`config.mk`:
```
export PLATFORM = sky130hd
export DESIGN_NAME = rett_unit
export DESIGN_NICKNAME = d
export VERILOG_FILES = /design/src/rtl/rett_pkg.sv /design/src/rtl/rett_check_ctrl.sv /design/src/rtl/rett_state_dp.sv /design/src/rtl/rett_unit.sv
export SDC_FILE = /design/constraint.sdc
export NUM_CORES = 1
export LEC_CHECK = 0
export BUFFER_PORTS_ARGS = -buffer_cell sky130_fd_sc_hd__buf_4
export CAP_MARGIN = 25
export CELL_PAD_IN_SITES_DETAIL_PLACEMENT = 0
export CELL_PAD_IN_SITES_GLOBAL_PLACEMENT = 1
export CORE_ASPECT_RATIO = 0.6
export CORE_MARGIN = 5
export CORE_UTILIZATION = 35
export CTS_BUF_LIST = sky130_fd_sc_hd__clkbuf_16
export DETAILED_ROUTE_END_ITERATION = 8
export PLACE_DENSITY = 0.9
export SYNTH_ARGS = -nofsm -noshare
export SYNTH_HDL_FRONTEND = slang
export SYNTH_HIERARCHICAL = 1
export SYNTH_SLANG_ARGS = --single-unit
export TNS_END_PERCENT = 5
```
`constraint.sdc`:
```
create_clock -name clk -period 2.9 [get_ports clk]
set_input_delay 0.725 -clock clk [delete_from_list [all_inputs] [get_ports clk]]
set_output_delay 0.725 -clock clk [all_outputs]
set_load 0.02 [all_outputs]
```
`src/rtl/rett_pkg.sv`:
```
`timescale 1ns/1ps
package rett_pkg;

  localparam logic [7:0] TT_ILLEGAL   = 8'h02;
  localparam logic [7:0] TT_PRIV      = 8'h03;
  localparam logic [7:0] TT_WIN_UNDER = 8'h06;
  localparam logic [7:0] TT_UNALIGNED = 8'h07;

  // Command from the check logic to the state datapath
  typedef struct packed {
    logic       takeBranch;
    logic       raiseTrap;
    logic [7:0] trapCode;
  } rettCmd_t;

endpackage

```
`src/rtl/rett_check_ctrl.sv`:
```
`timescale 1ns/1ps
module rett_check_ctrl
  import rett_pkg::*;
#(
  parameter int WIN_COUNT  = 8,
  parameter int ADDR_W     = 32,
  parameter int ALIGN_BITS = 2,
  localparam int PTR_W     = $clog2(WIN_COUNT)
) (
  input  logic                 clk,
  input  logic                 rstN,
  input  logic                 execStb,
  input  logic                 supMode,
  input  logic                 trapEn,
  input  logic [PTR_W-1:0]     winPtr,
  input  logic [WIN_COUNT-1:0] winInvalid,
  input  logic [ADDR_W-1:0]    retAddr,
  output rettCmd_t             cmd
);

  logic [PTR_W-1:0]     destWin;
  logic [WIN_COUNT-1:0] destHit;
  logic                 destInvalid;
  logic                 misaligned;

  // Destination window, modulo the window count
  assign destWin = (winPtr == PTR_W'(WIN_COUNT - 1)) ? '0 : winPtr + 1'b1;

  // One-hot select of the destination window's invalid bit
  for (genvar g = 0; g < WIN_COUNT; g++) begin : gDest
    assign destHit[g] = (destWin == PTR_W'(g)) & winInvalid[g];
  end
  assign destInvalid = |destHit;

  assign misaligned = |retAddr[ALIGN_BITS-1:0];

  // Fixed priority: privilege, trap enable, window, alignment
  always_comb begin
    cmd = '0;
    if (execStb) begin
      if (!supMode) begin
        cmd.raiseTrap = 1'b1;
        cmd.trapCode  = TT_PRIV;
      end else if (trapEn) begin
        cmd.raiseTrap = 1'b1;
        cmd.trapCode  = TT_ILLEGAL;
      end else if (destInvalid) begin
        cmd.raiseTrap = 1'b1;
        cmd.trapCode  = TT_WIN_UNDER;
      end else if (misaligned) begin
        cmd.raiseTrap = 1'b1;
        cmd.trapCode  = TT_UNALIGNED;
      end else begin
        cmd.takeBranch = 1'b1;
      end
    end
  end

  AST_CMD_EXCLUSIVE: assert property (@(posedge clk) disable iff (!rstN)
    execStb |-> (cmd.takeBranch != cmd.raiseTrap));
  AST_CMD_IDLE: assert property (@(posedge clk) disable iff (!rstN)
    !execStb |-> (!cmd.takeBranch && !cmd.raiseTrap));
  AST_UNALIGNED_LAST: assert property (@(posedge clk) disable iff (!rstN)
    (cmd.raiseTrap && cmd.trapCode == TT_UNALIGNED) |-> (supMode && !trapEn && !destInvalid));

endmodule

```
`src/rtl/rett_state_dp.sv`:
```
`timescale 1ns/1ps
module rett_state_dp
  import rett_pkg::*;
#(
  parameter int WIN_COUNT = 8,
  parameter int ADDR_W    = 32,
  localparam int PTR_W    = $clog2(WIN_COUNT)
) (
  input  logic              clk,
  input  logic              rstN,
  input  logic              execStb,
  input  rettCmd_t          cmd,
  input  logic              supMode,
  input  logic              prevSup,
  input  logic              trapEn,
  input  logic [PTR_W-1:0]  winPtr,
  input  logic [ADDR_W-1:0] retAddr,
  output logic              branchReq,
  output logic [ADDR_W-1:0] branchTarget,
  output logic              trapReq,
  output logic [7:0]        trapType,
  output logic              outSup,
  output logic              outPrevSup,
  output logic              outTrapEn,
  output logic [PTR_W-1:0]  outWinPtr
);

  function automatic logic [PTR_W-1:0] stepWin(input logic [PTR_W-1:0] w);
    return (w == PTR_W'(WIN_COUNT - 1)) ? '0 : w + 1'b1;
  endfunction

  always_ff @(posedge clk) begin
    if (!rstN) begin
      branchReq    <= 1'b0;
      trapReq      <= 1'b0;
      trapType     <= '0;
      branchTarget <= '0;
      outSup       <= 1'b0;
      outPrevSup   <= 1'b0;
      outTrapEn    <= 1'b0;
      outWinPtr    <= '0;
    end else begin
      branchReq <= cmd.takeBranch;
      trapReq   <= cmd.raiseTrap;
      if (cmd.raiseTrap) trapType <= cmd.trapCode;
      if (execStb) begin
        outPrevSup <= prevSup;
        if (cmd.takeBranch) begin
          branchTarget <= retAddr;
          outSup       <= prevSup;
          outTrapEn    <= 1'b1;
          outWinPtr    <= stepWin(winPtr);
        end else begin
          outSup    <= supMode;
          outTrapEn <= trapEn;
          outWinPtr <= winPtr;
        end
      end
    end
  end

  AST_PRIV_FIRST: assert property (@(posedge clk) disable iff (!rstN)
    (execStb && !supMode) |=> (trapReq && trapType == TT_PRIV));
  AST_ILLEGAL_SECOND: assert property (@(posedge clk) disable iff (!rstN)
    (execStb && supMode && trapEn) |=> (trapReq && trapType == TT_ILLEGAL));
  AST_WIN_STEP: assert property (@(posedge clk) disable iff (!rstN)
    (execStb && cmd.takeBranch) |=> (outWinPtr == stepWin($past(winPtr)) && outTrapEn && outSup == $past(prevSup)));
  AST_TARGET: assert property (@(posedge clk) disable iff (!rstN)
    (execStb && cmd.takeBranch) |=> (branchReq && branchTarget == $past(retAddr)));
  AST_FAIL_KEEPS: assert property (@(posedge clk) disable iff (!rstN)
    (execStb && cmd.raiseTrap) |=> (!branchReq && outWinPtr == $past(winPtr) && outSup == $past(supMode) && outTrapEn == $past(trapEn)));
  AST_ONE_RESULT: assert property (@(posedge clk) disable iff (!rstN)
    execStb |=> (branchReq != trapReq));
  AST_QUIET_HOLD: assert property (@(posedge clk) disable iff (!rstN)
    !execStb |=> (!branchReq && !trapReq && $stable(outWinPtr) && $stable(outSup) && $stable(outTrapEn)));

endmodule

```
`src/rtl/rett_unit.sv`:
```
`timescale 1ns/1ps
module rett_unit
  import rett_pkg::*;
#(
  parameter int WIN_COUNT  = 8,
  parameter int ADDR_W     = 32,
  parameter int ALIGN_BITS = 2,
  localparam int PTR_W     = $clog2(WIN_COUNT)
) (
  input  logic                 clk,
  input  logic                 rstN,
  input  logic                 execStb,
  input  logic                 supMode,
  input  logic                 prevSup,
  input  logic                 trapEn,
  input  logic [PTR_W-1:0]     winPtr,
  input  logic [WIN_COUNT-1:0] winInvalid,
  input  logic [ADDR_W-1:0]    retAddr,
  output logic                 branchReq,
  output logic [ADDR_W-1:0]    branchTarget,
  output logic                 trapReq,
  output logic [7:0]           trapType,
  output logic                 outSup,
  output logic                 outPrevSup,
  output logic                 outTrapEn,
  output logic [PTR_W-1:0]     outWinPtr
);

  rettCmd_t cmd;

  rett_check_ctrl #(
    .WIN_COUNT(WIN_COUNT), .ADDR_W(ADDR_W), .ALIGN_BITS(ALIGN_BITS)
  ) u_ctrl (
    .clk(clk), .rstN(rstN), .execStb(execStb), .supMode(supMode),
    .trapEn(trapEn), .winPtr(winPtr), .winInvalid(winInvalid),
    .retAddr(retAddr), .cmd(cmd)
  );

  rett_state_dp #(
    .WIN_COUNT(WIN_COUNT), .ADDR_W(ADDR_W)
  ) u_dp (
    .clk(clk), .rstN(rstN), .execStb(execStb), .cmd(cmd),
    .supMode(supMode), .prevSup(prevSup), .trapEn(trapEn),
    .winPtr(winPtr), .retAddr(retAddr),
    .branchReq(branchReq), .branchTarget(branchTarget),
    .trapReq(trapReq), .trapType(trapType),
    .outSup(outSup), .outPrevSup(outPrevSup),
    .outTrapEn(outTrapEn), .outWinPtr(outWinPtr)
  );

endmodule

```
==> summary.md <==
| Metric | Value |
|---|---|
| Synth top area share | 42.1% |
| HP Class | flip-flop to flip-flop |
| Mapped cell area | approximately 2300 sq um |
| Slew HR | between 60% and 70% |
| Layout Utilization | roughly half |
| Synth-to-Final Area Change | 39.3% |
| I/O pin count | 97 |
| Area contributors post-synth | dfxtp_1 42%, a21boi_0 11%, o21a_1 11% |
| Max Root-Sink Buffers | 2 |
| WL/cell | approximately 15 um |
| PD cells | between 400 and 500 nW/um^2 |
| Reg clk slew, reported paths | ~0.07 ns |
| H-tree depth | 2 |
| Syn_area_per_cell | roughly 9.9 sq um |
| Num CTS Buffers | 5 |
| Post_cts resized | 0 |
| FF+latch count, synth | 48 |
| Vias | ~1,900 |
| Crit-path slowest cell | mux4_2 |
| CP Launch Point | winPtr[1] |
| Cell Chain, Critical Path | buf_4 > mux2_1 > mux4_2 > nor4_4 > buf_4 > a21boi_0 > o21a_1 |
| Grt ovf | 0 |
| Minimum clock period | 2.57 ns |
| Cell with the most instances after synthesis | dfxtp_1 |
| Crit Path Class | input pin to flip-flop |
| CTS Hold Bufs | 0 |
| Row count | 22 |
| Core Box Area | just over 6000 sq um |
| Clk sink count | 48 |
| Count of final hold-check violations | 0 |
| Nets | 365 |
| Drt pass-1 iters | 4 |
| GP Congestion | between 0.7 and 0.8 |
| Status | completed |
| Final WL | between 5000 and 6000 um |
| Least-Margin Pin Slew | between 0.5 and 0.6 ns |
| Seq/Total Area, Yosys | a little over two fifths |
| DRC violation count after routing | 0 |
| Reg2reg start | u_dp/branchTarget[24] |
| Area leader, netlist | dfxtp_1 |
| Tot GR Track Use | between 10% and 20% |
| Port buffer count | 96 |
| Max incr delay on CP | between 0.5 and 0.6 ns |
| EDFF count, synth | 0 |
| CTS tree | yes |
| Largest net degree at the start of global routing | between 70 and 80 |
| Post-CTS setup buffer count | 0 |
| TNS Setup | 0 ns |
| Pleak | about 1.5 nW |
| Most common flop cell mapped by yosys | dfxtp_1 |
| Worst Hold Launch | u_dp/trapType[1] |
| First-pass GRT wire length | around 9200 um |
| RSZ-0062 raised after global routing | false |
| CP max FO | between 40 and 50 |
| Final period util | about nine tenths |
| Crit start category | input pin |
| Vias in the first global route | roughly 1,900 |
| Fin. max-slew vios | 0 |
| # setup viols final | 0 |
| Leading cell types by count after synthesis | 48 x dfxtp_1, 32 x a21boi_0, 32 x and3_1, 32 x o21a_1, 16 x mux2i_1 |
| Max VDD drop | between 300 and 400 uV |
| Die height | between 70 and 80 um |
| Yosys warns | 6 |
| Fmax | approximately 390 MHz |
| Clk root buf | clkbuf_16 |
| Most frequent cell on the critical path | buf_4 |
| Die footprint | 8290 sq um |
| Worst-Skew Late Latency | 0.28 ns |
| Post-synthesis async set-or-reset flop share | 0% |
| Layout cells sized above 1 | between 30% and 40% |
| Initial Utilization | approximately 37% |
| Worst EP required | just over 3 ns |
| Syn Inst Count | roughly 230 |
| Critical Path AT | approximately 2.8 ns |
| Tot Pwr | between 1 and 1.5 mW |
| Die X | about 110 um |
| Vias/cell | between 4 and 5 |
| Detailed Route Iter0 Violations | 47 |
| Post-DP HPWL | approximately 4000 um |
| Clock Skew | 0 ns |
| N_diodes | 0 |
| Initial antenna violation count | 0 |
| Crit path capture type | flip-flop |
| Netlist cell types | 28 |
| Post-DRT Antenna Nets | 0 |
| Max-cap violations | 0 |
layout make-up:
class,instances,area [sq um]
fillers,606,3040
clock inverters,3,37.5
clock buffers,5,125
flip-flops and latches,48,961
multi-input cells,157,1180
repair buffers,101,771
inverters,1,3.75
well taps,84,105
final timing paths:
path | endpoint | slack (ns) | cells past startpoint
worst max-delay path | u_dp/branchTarget[24] | 0.33 | 7
worst min-delay path | u_dp/trapType[1] | 0.52 | 2
worst max register to register | u_dp/branchTarget[24] | 2.15 | 2
worst min register to register | u_dp/trapType[1] | 0.52 | 2
flip-flops by register name, indices dropped and copies added, names as in the netlist:
register and cells:
u_dp/outPrevSup 1, u_dp/outTrapEn 1, u_dp/trapReq 1, u_dp/outWinPtr 3, u_dp/outSup 1, u_dp/trapType 8, u_dp/branchTarget 32, u_dp/branchReq 1
layer usage:
metal,share of wire (%),vias to the layer above,global-route usage [%]
li1,-,975,-
met2,42,58,20.2
met4,0.79,0,4.08
met5,0,-,0
met1,47,891,17.9
met3,9.9,4,6.67
metrics by stage:
stage,area (sq um),hold slack [ns],setup WS [ns],std cells
detailed placement,3020,0.512,0.0629,391
global placement,3020,0.499,0.119,391
CTS,3180,0.527,0.341,399
global route,3180,0.560,0.218,399
floorplan,2300,0.589,0.349,235
finish,3180,0.521,0.330,399
placed cells by master, fill, tap and decap left out, types with 3 or more instances in the layout:
cell type	netlist	routed
mux2i_1	16	16
dfxtp_1	48	48
a21boi_0	32	32
a21oi_1	5	5
o21a_1	32	32
and3_1	32	32
clkbuf_16	0	5
mux2_1	3	3
o21ai_0	5	5
conb_1	1	5
buf_4	8	100
nor2b_1	10	10
cells by family (layout without fill, tap and decap cells):
family,Yosys count,count (layout),share of synthesized area (%)
AO/OA/AOI/OAI,77,77,24.1
adder cells (fa/ha/maj),2,2,1.10
buffers and inverters,30,110,7.40
flip-flops,48,48,42.1
multiplexers,22,22,11.1
other,1,5,0.164
AND/OR/NAND/NOR,51,51,14.0
critical path, delay by kind of cell:
family | cells | cell delay [ns]
AOI/OAI and AO/OA | 2 | 0.37
and+or+nand+nor | 1 | 0.25
muxes | 2 | 0.85
buffers and inverters | 2 | 0.54
power by group:
group          switching [mW]  internal, mW  leakage (nW)
clock network           0.230         0.401        0.0789
logic                  0.0901        0.0950          1.06
registers             0.00807         0.674         0.390
(Power assumes the default switching activity.)
